`config.mk`:
```
export PLATFORM = sky130hd
export DESIGN_NAME = burst_addr_seq
export DESIGN_NICKNAME = d
export VERILOG_FILES = /design/src/rtl/bseq_pkg.sv /design/src/rtl/bseq_load_ctrl.sv /design/src/rtl/bseq_beat_counter.sv /design/src/rtl/bseq_order_map.sv /design/src/rtl/burst_addr_seq.sv
export SDC_FILE = /design/constraint.sdc
export NUM_CORES = 1
export LEC_CHECK = 0
export ABC_CLOCK_PERIOD_IN_PS = 1600
export BUFFER_PORTS_ARGS = -buffer_cell sky130_fd_sc_hd__clkbuf_2
export CAP_MARGIN = 20
export CORE_MARGIN = 10
export CORE_UTILIZATION = 42
export CTS_CLUSTER_DIAMETER = 120
export DETAILED_ROUTE_END_ITERATION = 10
export MAX_ROUTING_LAYER = met4
export PLACE_DENSITY = 0.85
export SLEW_MARGIN = 20
export SYNTH_ARGS = -nofsm -noshare
export SYNTH_HDL_FRONTEND = slang
export SYNTH_SLANG_ARGS = --single-unit
```
`constraint.sdc`:
```
create_clock -name clk -period 1.6 [get_ports clk]
set_input_delay 0.32 -clock clk [delete_from_list [all_inputs] [get_ports clk]]
set_output_delay 0.32 -clock clk [all_outputs]
set_load 0.01 [all_outputs]
```
`src/rtl/bseq_pkg.sv`:
```
package bseq_pkg;
  localparam int unsigned BURST_BEATS = 4;
  localparam int unsigned BEAT_W      = $clog2(BURST_BEATS);

  typedef enum logic {
    ORDER_LINEAR     = 1'b0,
    ORDER_INTERLEAVE = 1'b1
  } order_e;

  typedef logic [BEAT_W-1:0] beat_t;
endpackage

```
`src/rtl/bseq_load_ctrl.sv`:
```
module bseq_load_ctrl (
  input  logic strobe_ctrl_n,
  input  logic strobe_proc_n,
  input  logic chip_en_n,
  output logic load_en
);
  logic ctrl_req;
  logic proc_req;

  always_comb begin
    ctrl_req = ~strobe_ctrl_n;
    proc_req = ~strobe_proc_n & ~chip_en_n;
    load_en  = ctrl_req | proc_req;
  end
endmodule

```
`src/rtl/bseq_beat_counter.sv`:
```
module bseq_beat_counter
  import bseq_pkg::*;
(
  input  logic  clk,
  input  logic  rst,
  input  logic  load_en,
  input  logic  advance_n,
  output beat_t beat
);
  beat_t beat_q;

  always_ff @(posedge clk) begin
    if (rst) begin
      beat_q <= '0;
    end else if (load_en) begin
      beat_q <= '0;
    end else if (!advance_n) begin
      beat_q <= beat_q + beat_t'(1);
    end
  end

  assign beat = beat_q;
endmodule

```
`src/rtl/bseq_order_map.sv`:
```
module bseq_order_map
  import bseq_pkg::*;
(
  input  beat_t  start_low,
  input  beat_t  beat,
  input  order_e order,
  output beat_t  low_out
);
  beat_t lane [2];

  for (genvar g = 0; g < 2; g++) begin : g_lane
    if (g == int'(ORDER_LINEAR)) begin : g_lin
      assign lane[g] = start_low + beat;
    end else begin : g_ilv
      assign lane[g] = start_low ^ beat;
    end
  end

  assign low_out = lane[order];
endmodule

```
`src/rtl/burst_addr_seq.sv`:
```
module burst_addr_seq
  import bseq_pkg::*;
#(
  parameter int unsigned ADDR_W = 18
) (
  input  logic              clk,
  input  logic              rst,
  input  logic [ADDR_W-1:0] addr_in,
  input  logic              strobe_ctrl_n,
  input  logic              strobe_proc_n,
  input  logic              chip_en_n,
  input  logic              advance_n,
  input  logic              order_interleave,
  output logic [ADDR_W-1:0] cur_addr,
  output logic [1:0]        beat_idx
);
  localparam int unsigned HI_W = ADDR_W - BEAT_W;

  logic              load_en;
  logic [ADDR_W-1:0] base_q;
  beat_t             beat;
  beat_t             low_bits;
  order_e            order;

  assign order = order_e'(order_interleave);

  bseq_load_ctrl u_load (
    .strobe_ctrl_n (strobe_ctrl_n),
    .strobe_proc_n (strobe_proc_n),
    .chip_en_n     (chip_en_n),
    .load_en       (load_en)
  );

  always_ff @(posedge clk) begin
    if (rst) begin
      base_q <= '0;
    end else if (load_en) begin
      base_q <= addr_in;
    end
  end

  bseq_beat_counter u_cnt (
    .clk       (clk),
    .rst       (rst),
    .load_en   (load_en),
    .advance_n (advance_n),
    .beat      (beat)
  );

  bseq_order_map u_map (
    .start_low (base_q[BEAT_W-1:0]),
    .beat      (beat),
    .order     (order),
    .low_out   (low_bits)
  );

  assign cur_addr = {base_q[ADDR_W-1 -: HI_W], low_bits};
  assign beat_idx = beat;
endmodule

```
==> impl.org, run 1 <==
** Status
- The run finished with clean final reports.

** Final layout
- Counting the fill cells in the layout gives 210.
- Compared with the post-synthesis result, the final layout area differs by 16.4%.
- Once layout is complete, the cells apart from fillers number 163.
- For this run, the share of the core covered by cells in the final layout is 50.4%.
- The multi-input combinational cells in the finished layout cover a total of 394 um^2.
- The net count of the finished layout is 162.
- 0 antenna diodes ended up in the layout.
- Fraction of layout cells with a size suffix above 1 :: 56.3%
- Across the whole layout, storage elements account for 403 um^2.

** Logic synthesis
- Mux share of post-synthesis cell area :: 0%
- Post-synthesis sequential area ratio :: 42.2%
- Dominant combinational cell family by area after synthesis :: simple AND/OR/NAND/NOR gates
- Mapped Area :: 948 um^2
- The synthesized design devotes to its leading area cell type 42.2% of total area.
- After Yosys synthesis, XOR and XNOR cells account for 2.77% of the synthesized area.
- After synthesis, the mean cell area works out to 8.86 um^2.
- Basic-gate share of the synthesized area counting and, or, nand and nor cells :: 20.8%
- Post-synthesis cell type count :: 18
- By area the synthesized netlist is led by sky130_fd_sc_hd__dfxtp_1 (42%), sky130_fd_sc_hd__buf_4 (13%), sky130_fd_sc_hd__nand2_1 (10%).
- Counting every net in the synthesized netlist gives 133.
- Summing the areas of all compound-gate instances in the mapped netlist gives 14.8% of the synthesized area.
- Share of synthesized cell area in full adder, half adder and majority cells :: 1.32%
- Largest area contributor in the netlist :: sky130_fd_sc_hd__dfxtp_1
- Counting flops and latches in the post-synthesis netlist gives 20.
- Counting every instance in the synthesized netlist gives 107.
- Yosys printed 0 warnings.

** Power
- Sw Ratio :: 26.0%
- Power spread over the standard cell area amounts to 909 mW/mm^2.
- The design draws 0.00100 W.
- VDD sags by at most 0.569 mV.
- Clock network fraction of design power :: 28.6%
- P_leak :: 0.517 nW
- Combinational share of power :: 17.0%
- For this design the total switching power over the nets is 0.000260 W.
- Internal power :: 0.000742 W
- Relative contribution of sequential cells to total power :: 54.4%

** Global routing
- Aggregate global-route resource usage :: 9.34%
- Antenna violations before repair :: 0
- The first global-routing pass estimated 3270 um of wire.
- Number of global-route vias before repair :: 762
- Largest net degree at the start of global routing :: 21
- For this run the aggregate overflow at the end of global routing stands at 0.

** Setup path
- Together, buffers and inverters on the worst path number 1.
- STA puts the critical path data arrival time at 1.24 ns.
- Broken down by cell family, the worst path's largest delay share belongs to flip-flops.
- The worst setup path is of the register to primary output kind.
- Data on the critical path is required at its endpoint by 1.28 ns.
- Slowest library cell on the worst path :: sky130_fd_sc_hd__dfxtp_2
- STA classifies the critical path startpoint as a register.
- Capturing element type of the critical path :: primary output
- In this run the worst path has a maximum fanout of 2.
- The largest single stage delay on the critical path is 0.36 ns.
- Traced cell by cell, the critical path runs through ha_2 > nor2b_4 > xnor2_2 > buf_2.

** Clock network
- Clock edge transition at the registers on the reported setup and hold paths :: 0.11 ns
- Clock latency on the worst-skew pair, taken at its later pin, is 0.30 ns.
- Number of sinks on the clock net :: 20
- CTS built an H-tree with a depth of 1.
- Buffer cell driving the clock tree root :: sky130_fd_sc_hd__clkbuf_4
- Clock Path Buffers :: 2
- TritonCTS Buffers :: 3
- TritonCTS built the clock tree.
- Number of buffers added to fix hold violations after cts :: 0

** Timing
- Worst rel slew slack :: 48.8%
- Actual transition at the worst max-transition pin :: 0.768 ns
- Unrepaired setup endpoints after global routing :: true
- Subtracting the final worst setup slack from the clock period gives 1.56 ns.
- Largest clock skew in the final design :: 0.000131 ns
- Final hold vios :: 0
- In the post-route analysis, the smallest setup slack over all paths is 0.0404 ns.
- Max Slew Vio Count :: 0
- Hold timing on the final database bottoms out at a slack of 0.236 ns.
- Timing would allow up to 641 MHz.
- Post-route fraction of the period consumed by the critical path :: 97.5%
- Final setup vio count :: 0

** Placed design
- Final Wtd Congestion :: 0.778
- Post-place setup slack :: 0.156 ns
- After detailed placement, the design holds a cell count of 158.
- In this run the tool buffered the top-level ports with 44 buffer cells.
- After legalization and detailed placement, the total HPWL measured 1660 um.

** Routing
- After detailed routing, the average wire length per cell comes to 13.0 um.
- The first detailed-routing pass took 3 iterations.
- In the routed design, unresolved DRC markers number 0.
- After detailed routing, the number of vias per cell comes to 4.50.
- Final routed wirelength across all metal layers :: 2120 um
- In this run, the number of DRC markers left after iteration 0 of detailed routing was 17.
- Once detail routing completed, the nets flagged for antenna violations numbered 0.
- The final route contains 733 vias.

** Flow run
- Number of max-cap violations :: 0

** Hold path
- The tightest min-delay check is of the input port to register type.

** Floorplanning
- Area of the die :: 0.00456 mm^2
- Die X-Extent :: 67.5 um
- Number of I/O pins :: 45
- The initialized floorplan defines 17 standard-cell rows.
- Die span in y :: 67.5 um
- Initial Utilization :: 43.3%
- The total area inside the core boundary comes to 0.00219 mm^2.
## layout make-up
cell class	instances	area share, %
clock buffers	4	3.29
multi-input cells	65	35.7
flip-flops and latches	20	36.5
well taps	28	3.17
repair buffers	46	21.3
## sequential cells by signal, indices dropped and copies added (netlist names)
register    count
base_q         18
u_cnt.beat      2
## layout by cell type (no fill, tap or decap)
cell / n
sky130_fd_sc_hd__a21oi_1: 8
sky130_fd_sc_hd__a21oi_2: 10
sky130_fd_sc_hd__and2b_1: 1
sky130_fd_sc_hd__buf_2: 1
sky130_fd_sc_hd__buf_4: 2
sky130_fd_sc_hd__clkbuf_2: 43
sky130_fd_sc_hd__clkbuf_4: 3
sky130_fd_sc_hd__clkbuf_8: 1
sky130_fd_sc_hd__dfxtp_1: 18
sky130_fd_sc_hd__dfxtp_2: 2
sky130_fd_sc_hd__ha_2: 1
sky130_fd_sc_hd__nand2_1: 26
sky130_fd_sc_hd__nand2_2: 10
sky130_fd_sc_hd__nor2b_1: 1
sky130_fd_sc_hd__nor2b_4: 1
sky130_fd_sc_hd__nor3_1: 1
sky130_fd_sc_hd__nor4_2: 1
sky130_fd_sc_hd__o21a_1: 1
sky130_fd_sc_hd__o21ai_1: 1
sky130_fd_sc_hd__xnor2_1: 2
sky130_fd_sc_hd__xnor2_2: 1
## final timing paths
| path | slack [ns] | depth (start not counted) | endpoint | from |
|---|---|---|---|---|
| max | 0.04 | 4 | cur_addr[1] | base_q[0]$_SDFFE_PP0P_ |
| min | 0.24 | 3 | base_q[10]$_SDFFE_PP0P_ | addr_in[10] |
| max reg2reg | 0.64 | 4 | u_cnt.beat[1]$_SDFFE_PP0N_ | u_cnt.beat[0]$_SDFFE_PP0N_ |
| min reg2reg | 0.46 | 2 | base_q[11]$_SDFFE_PP0P_ | base_q[11]$_SDFFE_PP0P_ |
## Yosys cell counts
cell                       count
sky130_fd_sc_hd__buf_6         1
sky130_fd_sc_hd__buf_2         1
sky130_fd_sc_hd__nor4_2        1
sky130_fd_sc_hd__buf_12        1
sky130_fd_sc_hd__nor3_1        1
sky130_fd_sc_hd__nor2b_1       2
sky130_fd_sc_hd__clkbuf_1      2
sky130_fd_sc_hd__a21oi_1       8
sky130_fd_sc_hd__ha_1          1
sky130_fd_sc_hd__nand2_2      10
sky130_fd_sc_hd__a21oi_2      10
sky130_fd_sc_hd__and2b_1       1
sky130_fd_sc_hd__o21a_1        1
sky130_fd_sc_hd__dfxtp_1      20
sky130_fd_sc_hd__o21ai_1       1
sky130_fd_sc_hd__nand2_1      26
sky130_fd_sc_hd__xnor2_1       3
sky130_fd_sc_hd__buf_4        17
## tightest hold or removal path, cell delays in order
cell	delay (ns)
sky130_fd_sc_hd__clkbuf_2	0.08
sky130_fd_sc_hd__nand2_1	0.05
sky130_fd_sc_hd__a21oi_1	0.05
## per-layer routing
layer	vias to the layer above	global-route usage, %	wire length (um)
li1	382	-	-
met1	316	10.5	904
met2	33	14.0	943
met3	2	4.30	257
met4	0	3.85	17
met5	-	-	0
## stage by stage
stage	TNS (ns)	instance area [um^2]
after floorplan	0	948
after global placement	0	1040
after detailed placement	0	1040
after CTS	0	1080
after global routing	-0.0365	1100
final	0	1100
## timing repair
item                                   in CTS  in global routing
setup endpoints to repair                   1                  1
resized for setup                           1                  6
pin swaps                                   0                  2
endpoints found under the hold margin       0                  0
setup buffers                               1                  0
gates cloned                                0                  0
## cell families after synthesis
logic type / count (synthesis)
AND/OR/NAND/NOR: 41
buffers and inverters: 22
AO/OA/AOI/OAI: 20
flip-flops: 20
XOR/XNOR: 3
adder cells (fa/ha/maj): 1
## power groups by stage
stage	Combinational, W	Sequential, W	Clock, W
6_report	0.000171	0.000546	0.000286
5_1_grt	0.000190	0.000549	0.000315
2_1_floorplan	0.000139	0.000554	0
3_5_place_dp	0.000169	0.000557	0
3_3_place_gp	0.000162	0.000555	0
4_1_cts	0.000171	0.000545	0.000293
Note: power is estimated with default switching activity, not from simulation.
==> run 2, diff against run 1 <==
ABC_CLOCK_PERIOD_IN_PS = 1250   (was 1600)
CORE_UTILIZATION = 40   (was 42)
CTS_BUF_LIST = sky130_fd_sc_hd__clkbuf_16   (was unset)
clock period = 1.25 ns   (was 1.6 ns; I/O delays follow)
==> run 2 against run 1 <==
Clock skew increased by 0.0018 ns. Critical path depth unchanged. The flow now finishes with violations (negative setup slack). Count of clock-buffer cells in the layout decreased by 1. Critical path type unchanged. Routed wire length increased by 6.0%. Sequential cell count unchanged. Clock power increased by 120%. Non-clock buffer count increased by 3. Sequential share of layout area decreased by 2.4 points.
==> impl.org, run 2 (synthesized netlist as in run 1, its figures left out) <==
** Status
- Run status :: finished, violations left
- The checks that failed: negative setup slack.

** Timing
- Final hold vios :: 0
- Setup repair after global routing could not meet its margin everywhere.
- The smallest clock period supported by the final layout is computed as 1.36 ns.
- Adding up every negative setup slack in the final design gives -0.111 ns.
- Final Worst Setup Slack :: -0.111 ns
- The number of max-slew violations in the final report came to 0.
- Post-route fraction of the period consumed by the critical path :: 109%
- Setup violations remaining at the end of the flow were counted as 1.
- Worst rel slew slack :: 76.9%
- Achievable frequency :: 735 MHz
- Largest clock skew in the final design :: 0.00193 ns
- At the pin with the least slew margin, the transition time is 0.346 ns.

** Routing
- Count of routing violations after the opening detailed-route iteration :: 23
- In the routed design, unresolved DRC markers number 0.
- After detailed routing, the total wire length is 2250 um.
- Vias per std cell :: 4.67
- Total number of vias :: 770
- Dividing the detail-routed wire length by the instance count gives 13.6 um.
- The detail route stage leaves a number of antenna-violating nets equal to 0.
- The first TritonRoute pass finished after 4 iterations.

** Power
- Overall power consumption after layout is estimated at 0.00157 W.
- Combinational share of power :: 14.7%
- In this run switching power makes up 23.3% of total power.
- Of the total power, registers draw 44.7%.
- Sw Pwr :: 0.000366 W
- IR analysis of the VDD net gives a maximum drop of 0.783 mV.
- Internal power :: 0.00121 W
- For this design the static power due to leakage is 0.545 nW.
- In this run the power density over the cells is 1330 mW/mm^2.
- Clock network fraction of design power :: 40.6%

** Floorplanning
- The floorplan step set the die height to 68.7 um.
- Core Rows :: 17
- Initial Utilization :: 42.5%
- Core Region :: 0.00223 mm^2
- The die covers 0.00472 mm^2.
- Number of I/O pins :: 45
- From left edge to right edge, the die measures 68.7 um.

** Clock network
- For this design, the sink count on the clock tree is 20.
- TritonCTS built the clock tree.
- Clock edge transition at the registers on the reported setup and hold paths :: 0.05 ns
- Insertion delay to the later sink of the worst-skew pair :: 0.25 ns
- TritonCTS created 3 clock buffers.
- In this run the number of H-tree levels came out at 1.
- The clock passes through at most 2 buffers.
- Buffer cell driving the clock tree root :: sky130_fd_sc_hd__clkbuf_16

** Setup path
- STA classifies the critical path endpoint as a primary output.
- The setup check on the worst reg-to-reg path leaves a slack of 0.29 ns.
- The kind of cell with the highest combined delay along the critical path is flip-flops.
- Instance count on the critical path :: 4
- Maximum cell stage delay along the critical path :: 0.35 ns
- Critical path destination :: cur_addr[1]
- Slowest library cell on the worst path :: sky130_fd_sc_hd__dfxtp_2
- Crit path DAT :: 1.11 ns
- In this run the critical register-to-register path is captured at u_cnt.beat[1]$_SDFFE_PP0N_.
- CP Launch Point :: base_q[0]$_SDFFE_PP0P_
- Critical path class :: register to primary output
- Data required time of the critical path :: 1.00 ns
- Together, buffers and inverters on the worst path number 1.
- Cells along the critical path :: ha_4 > nor2b_4 > xnor2_1 > buf_2
- Startpoint type of the worst setup path :: register
- Reg2Reg Launch Point :: u_cnt.beat[0]$_SDFFE_PP0N_
- R2r worst-path depth :: 4
- Max FO, Critical Path :: 2

** Final layout
- Register ranked first by flip-flop count :: base_q
- Of the cells placed in the final design, the portion with a size suffix greater than 1 is 56.2%.
- The finished cells cover 0.00118 mm^2.
- In the layout the commonest cells are sky130_fd_sc_hd__clkbuf_2 (43), sky130_fd_sc_hd__nand2_1 (26), sky130_fd_sc_hd__dfxtp_1 (18).
- The register with the most flip-flops in the layout has 18 of them.
- Once layout is complete, the utilization of the core stands at 52.8%.
- Relative to the synthesized area, the layout overhead comes to 24.4%.
- In the final design database the tool counted 165 nets.
- Leaving out fill and tap cells, the most frequent cell in the layout is sky130_fd_sc_hd__clkbuf_2.
- The number of antenna diodes in the final layout is 0.

** Flow run
- The tool flagged a number of max-cap violations equal to 0.

** Global routing
- Antenna violations before repair :: 0
- Number of global-route vias before repair :: 860
- The first global-routing pass estimated 3760 um of wire.
- Across every metal layer, demand over resource in global routing totals 10.6%.
- Entering global routing, the biggest net connects 20 pins.
- For this run the aggregate overflow at the end of global routing stands at 0.

** Hold path
- The tightest min-delay check is of the input port to register type.
- Startpoint of the worst hold path :: addr_in[0]

** Placed design
- HPWL after DPL :: 1720 um
- During placement, the flow inserted port buffers numbering 44.
- The placed instances occupy a cell area of 0.00107 mm^2.
- At the end of routability-driven placement, the weighted congestion stood at 0.740.
## run 2: changes by cell type in the layout (fill, tap and decap cells not counted), sizes merged
cell | before | now
clkbuf | 47 | 46
buf | 3 | 6
## run 2: cell type report
| type | count | area, um^2 |
|---|---|---|
| fillers | 229 | 1050 |
| flip-flops and latches | 20 | 403 |
| multi-input cells | 65 | 397 |
| repair buffers | 49 | 270 |
| clock buffers | 3 | 75.1 |
| well taps | 28 | 35.0 |
## run 2: tightest hold or removal path: stages
cell and delay [ns]:
sky130_fd_sc_hd__clkbuf_2 0.08, sky130_fd_sc_hd__nand2_1 0.06, sky130_fd_sc_hd__a21oi_2 0.05
## run 2: what timing repair did
action	CTS	global route
hold buffers	0	0
setup buffers	2	0
gates resized for setup	6	1
hold endpoints to repair	0	0
pin swaps	2	1
setup endpoints to repair	2	1
## run 2: worst min path at each step
| stage | endpoint | slack (ns) | cells after the start |
|---|---|---|---|
| 2_1_floorplan | base_q[10]$_SDFFE_PP0P_ | 0.39 | 2 |
| 3_3_place_gp | base_q[9]$_SDFFE_PP0P_ | 0.44 | 2 |
| 6_report | base_q[0]$_SDFFE_PP0P_ | 0.22 | 3 |
| 5_1_grt | base_q[13]$_SDFFE_PP0P_ | 0.23 | 3 |
| 4_1_cts | base_q[14]$_SDFFE_PP0P_ | 0.22 | 3 |
| 3_5_place_dp | base_q[6]$_SDFFE_PP0P_ | 0.45 | 2 |
## run 2: power by group through the flow
stage | clock, W | sequential, W | combinational (W)
2_1_floorplan | 0 | 0.000709 | 0.000178
3_3_place_gp | 0 | 0.000710 | 0.000219
3_5_place_dp | 0 | 0.000714 | 0.000226
4_1_cts | 0.000650 | 0.000702 | 0.000236
5_1_grt | 0.000680 | 0.000708 | 0.000257
6_report | 0.000638 | 0.000702 | 0.000232
## run 2: routing by layer
| layer | GRT usage [%] | up-vias | wire (um) |
|---|---|---|---|
| li1 | - | 386 | - |
| met1 | 11.5 | 345 | 955 |
| met2 | 17.1 | 37 | 1020 |
| met3 | 4.83 | 2 | 268 |
| met4 | 2.96 | 0 | 8 |
| met5 | - | - | 0 |
## run 2: metrics by stage
stage / std cells / setup slack (ns) / hold WS, ns
after global placement: 160 / 0.0809 / 0.438
final: 165 / -0.111 / 0.224
after CTS: 165 / -0.145 / 0.221
after global routing: 165 / -0.171 / 0.228
after detailed placement: 160 / 0.0360 / 0.447
after floorplan: 107 / 0.114 / 0.390
==> run 3, diff against run 2 <==
PLACE_DENSITY = 0.86   (was 0.85)
SYNTH_HIERARCHICAL = 1   (was unset)
==> run 3 against run 2 <==
The flow still finishes with violations (negative setup slack). Sequential share of layout area rose by 1.5 points. Combinational power shrank 4%. Global-route usage decreased by 1.5 points. Largest cell class unchanged. Register-to-register slack about the same. Final cell count down 13%. Clock skew is 0.0018 ns lower.
==> impl.org, run 3 <==
** Status
- The run finished, with violations left.
- Violations in the final reports :: negative setup slack

** Global routing
- In the global route stage, met1 resource usage came out at 9.96%.
- Met3 Resource Use GR :: 5.29%
- GR peak layer :: met2
- Largest net degree at the start of global routing :: 21
- Antenna violations before repair :: 0
- Number of global-route vias before repair :: 712
- Global-route wire length before repair :: 3190 um
- Global routing finished with a remaining overflow of 0.
- Aggregate global-route resource usage :: 9.07%
- For met2 alone, demand over resource in global routing was 14.1%.

** Clock network
- Number of buffers added to fix hold violations after cts :: 0
- No sink is reached through more buffers than the 2 on the longest clock path.
- Insertion delay to the later sink of the worst-skew pair :: 0.25 ns
- Clock edge transition at the registers on the reported setup and hold paths :: 0.05 ns
- The tree built by TritonCTS fans out to 20 sinks.
- TritonCTS built the clock tree.
- Counting the buffers created by CTS gives 3.
- Buffer cell driving the clock tree root :: sky130_fd_sc_hd__clkbuf_16
- In this run the number of H-tree levels came out at 1.

** Floorplanning
- Die X-Extent :: 67.6 um
- Die span in y :: 67.6 um
- Number of I/O pins :: 45
- Initial Utilization :: 41.3%
- Area of the die :: 0.00456 mm^2
- After floorplanning, the core was divided into 17 placement rows.
- The core region is 0.00219 mm^2.

** Final layout
- Cell area after layout :: 0.00113 mm^2
- Max reg flops :: 18
- Final Instance Count excl. Fillers :: 144
- Commonest non-fill, non-tap cell in the layout :: sky130_fd_sc_hd__clkbuf_2
- Area used by multi-input combinational logic :: 367 um^2
- N_diodes :: 0
- # nets final :: 143
- base_q holds more flip-flops than any other register.
- From synthesis to final layout, the design area changed by 25.0%.
- Fill cells in the final layout number 217.
- Register cell area after layout :: 403 um^2
- Most frequent cells in the layout :: sky130_fd_sc_hd__clkbuf_2 (43), sky130_fd_sc_hd__mux2i_1 (18), sky130_fd_sc_hd__nor2_1 (18), sky130_fd_sc_hd__dfxtp_1 (18)
- Cells with a size suffix above 1 make up 50.0% of the layout.

** Logic synthesis
- EDFF count, synth :: 0
- Of all flip-flops after synthesis, the portion carrying an async set or reset was 0%.
- After synthesis, the netlist uses 16 different library cells.
- Syn Inst Count :: 86
- Most common cell in the netlist :: sky130_fd_sc_hd__dfxtp_1
- The largest total area in the synthesized netlist belongs to sky130_fd_sc_hd__dfxtp_1.
- In this run the mean area of a mapped cell was 10.5 um^2.
- In the synthesized netlist the dominant register cell turns out to be sky130_fd_sc_hd__dfxtp_1.
- Biggest area contributors in the synthesized netlist :: sky130_fd_sc_hd__dfxtp_1 (44%), sky130_fd_sc_hd__mux2i_1 (20%), sky130_fd_sc_hd__buf_4 (13%)
- For this run, the number of Yosys warnings is 6.
- In the synthesized netlist, the cells that appear most often are sky130_fd_sc_hd__dfxtp_1 (20), sky130_fd_sc_hd__mux2i_1 (18), sky130_fd_sc_hd__nor2_1 (18).
- Synthesis produced a netlist with a net count of 112.
- Synthesis inferred 20 register bits.
- Of the synthesized area, sequential elements account for 44.3%.
- Mapped Area :: 905 um^2
- The share of synthesized area in the top cell type comes to 44.3%.

** Power
- Maximum vdd drop :: 0.683 mV
- Total power draw :: 0.00156 W
- Summed over all cells, the static leakage comes to 0.595 nW.
- Pwr/cell area :: 1380 mW/mm^2

** Timing
- Clock skew on the completed layout was measured at 0.000158 ns.
- Setup violations remaining at the end of the flow were counted as 1.
- Minimum clock period after layout :: 1.35 ns
- WHS :: 0.236 ns
- Unrepaired setup endpoints after global routing :: true
- Post-route fraction of the period consumed by the critical path :: 108%
- Final Worst Setup Slack :: -0.105 ns
- At the pin with the least slew margin, the transition time is 0.411 ns.
- Achievable frequency :: 738 MHz
- Worst rel slew slack :: 72.6%
- Final hold vios :: 0
- Max Slew Vio Count :: 0

** Setup path
- The slowest stage of the critical path is the sky130_fd_sc_hd__dfxtp_2 cell.
- The largest single stage delay on the critical path is 0.35 ns.
- The number of buffers and inverters on the critical path is 1.
- Critical path class :: register to primary output
- The worst setup path is captured at a primary output.
- Data required time of the critical path :: 1.00 ns
- Cells along the critical path :: ha_4 > nor2b_4 > xnor2_1 > buf_2
- Largest delay contributor family on the critical path :: flip-flops
- Reg2Reg Launch Point :: u_cnt/beat[0]$_SDFFE_PP0N_
- The worst setup path is launched from a register.
- Of all nets on the critical path, the largest fanout is 2.
- Data on the critical path arrives at its endpoint at 1.10 ns.
- CP Launch Point :: base_q[0]$_SDFFE_PP0P_

** Hold path
- The startpoint identified for the worst hold timing path is addr_in[14].
- Hold WC Path Type :: input port to register

** Routing
- The first TritonRoute pass finished after 4 iterations.
- Final routed wirelength across all metal layers :: 1950 um
- Dividing the detail-routed wire length by the instance count gives 13.6 um.
- Once detail routing completed, the nets flagged for antenna violations numbered 0.
- Detailed routing inserted a total of 643 vias.
- DRC errors left :: 0
- Vias per std cell :: 4.47
- Count of routing violations after the opening detailed-route iteration :: 9

** Placed design
- The wire-length estimate of the detail-placed layout is 1510 um.
- Quantity of I/O buffers inserted on ports :: 44
- Including well taps, the total number of placed cells is 139.
- Post-place setup slack :: 0.0589 ns
- At the end of routability-driven placement, the weighted congestion stood at 0.736.
- Post-place instance area :: 0.00102 mm^2

** Flow run
- Number of max-cap violations :: 0
## run 3: cell count changes after synthesis, moves of 2 or more
cell / before / now
sky130_fd_sc_hd__a21oi_1: 8 / 0
sky130_fd_sc_hd__a21oi_2: 10 / 0
sky130_fd_sc_hd__clkbuf_1: 2 / 0
sky130_fd_sc_hd__mux2i_1: 0 / 18
sky130_fd_sc_hd__nand2_1: 26 / 0
sky130_fd_sc_hd__nand2_2: 10 / 0
sky130_fd_sc_hd__nor2_1: 0 / 18
## run 3: stage by stage
stage	util [%]	setup TNS (ns)
floorplan	-	0
global placement	46.7	0
detailed placement	46.7	0
CTS	51.6	-0.126
global route	51.6	-0.161
finish	51.6	-0.105
## run 3: power breakdown
part           total [W]  switching (W)  internal, W
Sequential      0.000702      0.0000225     0.000680
Clock           0.000639       0.000214     0.000425
Combinational   0.000223       0.000108     0.000114
## run 3: cell type report
| type | count | area share (%) |
|---|---|---|
| clock inverter | 1 | 0.332 |
| sequential | 20 | 35.6 |
| timing repair buffer | 46 | 21.9 |
| clock buffer | 3 | 6.64 |
| multi-input combinational | 46 | 32.4 |
| tap | 28 | 3.10 |
## run 3: timing repair
item	CTS	global route
pin swaps	2	1
buffers inserted	1	0
resized for setup	6	1
endpoints found under the hold margin	0	0
endpoints found under the setup margin	2	1
## run 3: logic make-up (layout without fill, tap and decap cells)
family | count (synthesis) | in the layout | synth area share, %
AO/OA/AOI/OAI | 1 | 1 | 0.553
XOR/XNOR | 3 | 3 | 2.91
adder cells (fa/ha/maj) | 1 | 1 | 1.38
buffers and inverters | 20 | 50 | 17.8
flip-flops | 20 | 20 | 44.3
multiplexers | 18 | 18 | 19.9
AND/OR/NAND/NOR | 23 | 23 | 13.1
## run 3: layer usage
layer  wire length, um  part of all wire [%]  vias up
met4                 0                     0        0
met3               281                    14        0
met5                 0                     0        -
met2               845                    43       34
li1                  -                     -      327
met1               825                    42      282
## run 3: final timing paths
kind | depth (start not counted) | endpoint | slack [ns]
min reg2reg | 2 | base_q[11]$_SDFFE_PP0P_ | 0.49
min | 3 | base_q[14]$_SDFFE_PP0P_ | 0.24
max reg2reg | 4 | u_cnt/beat[1]$_SDFFE_PP0N_ | 0.30
max | 4 | cur_addr[1] | -0.10
## run 3: worst min-delay path, stage by stage
cell	delay, ns
sky130_fd_sc_hd__clkbuf_2	0.07
sky130_fd_sc_hd__mux2i_1	0.05
sky130_fd_sc_hd__nor2_1	0.07
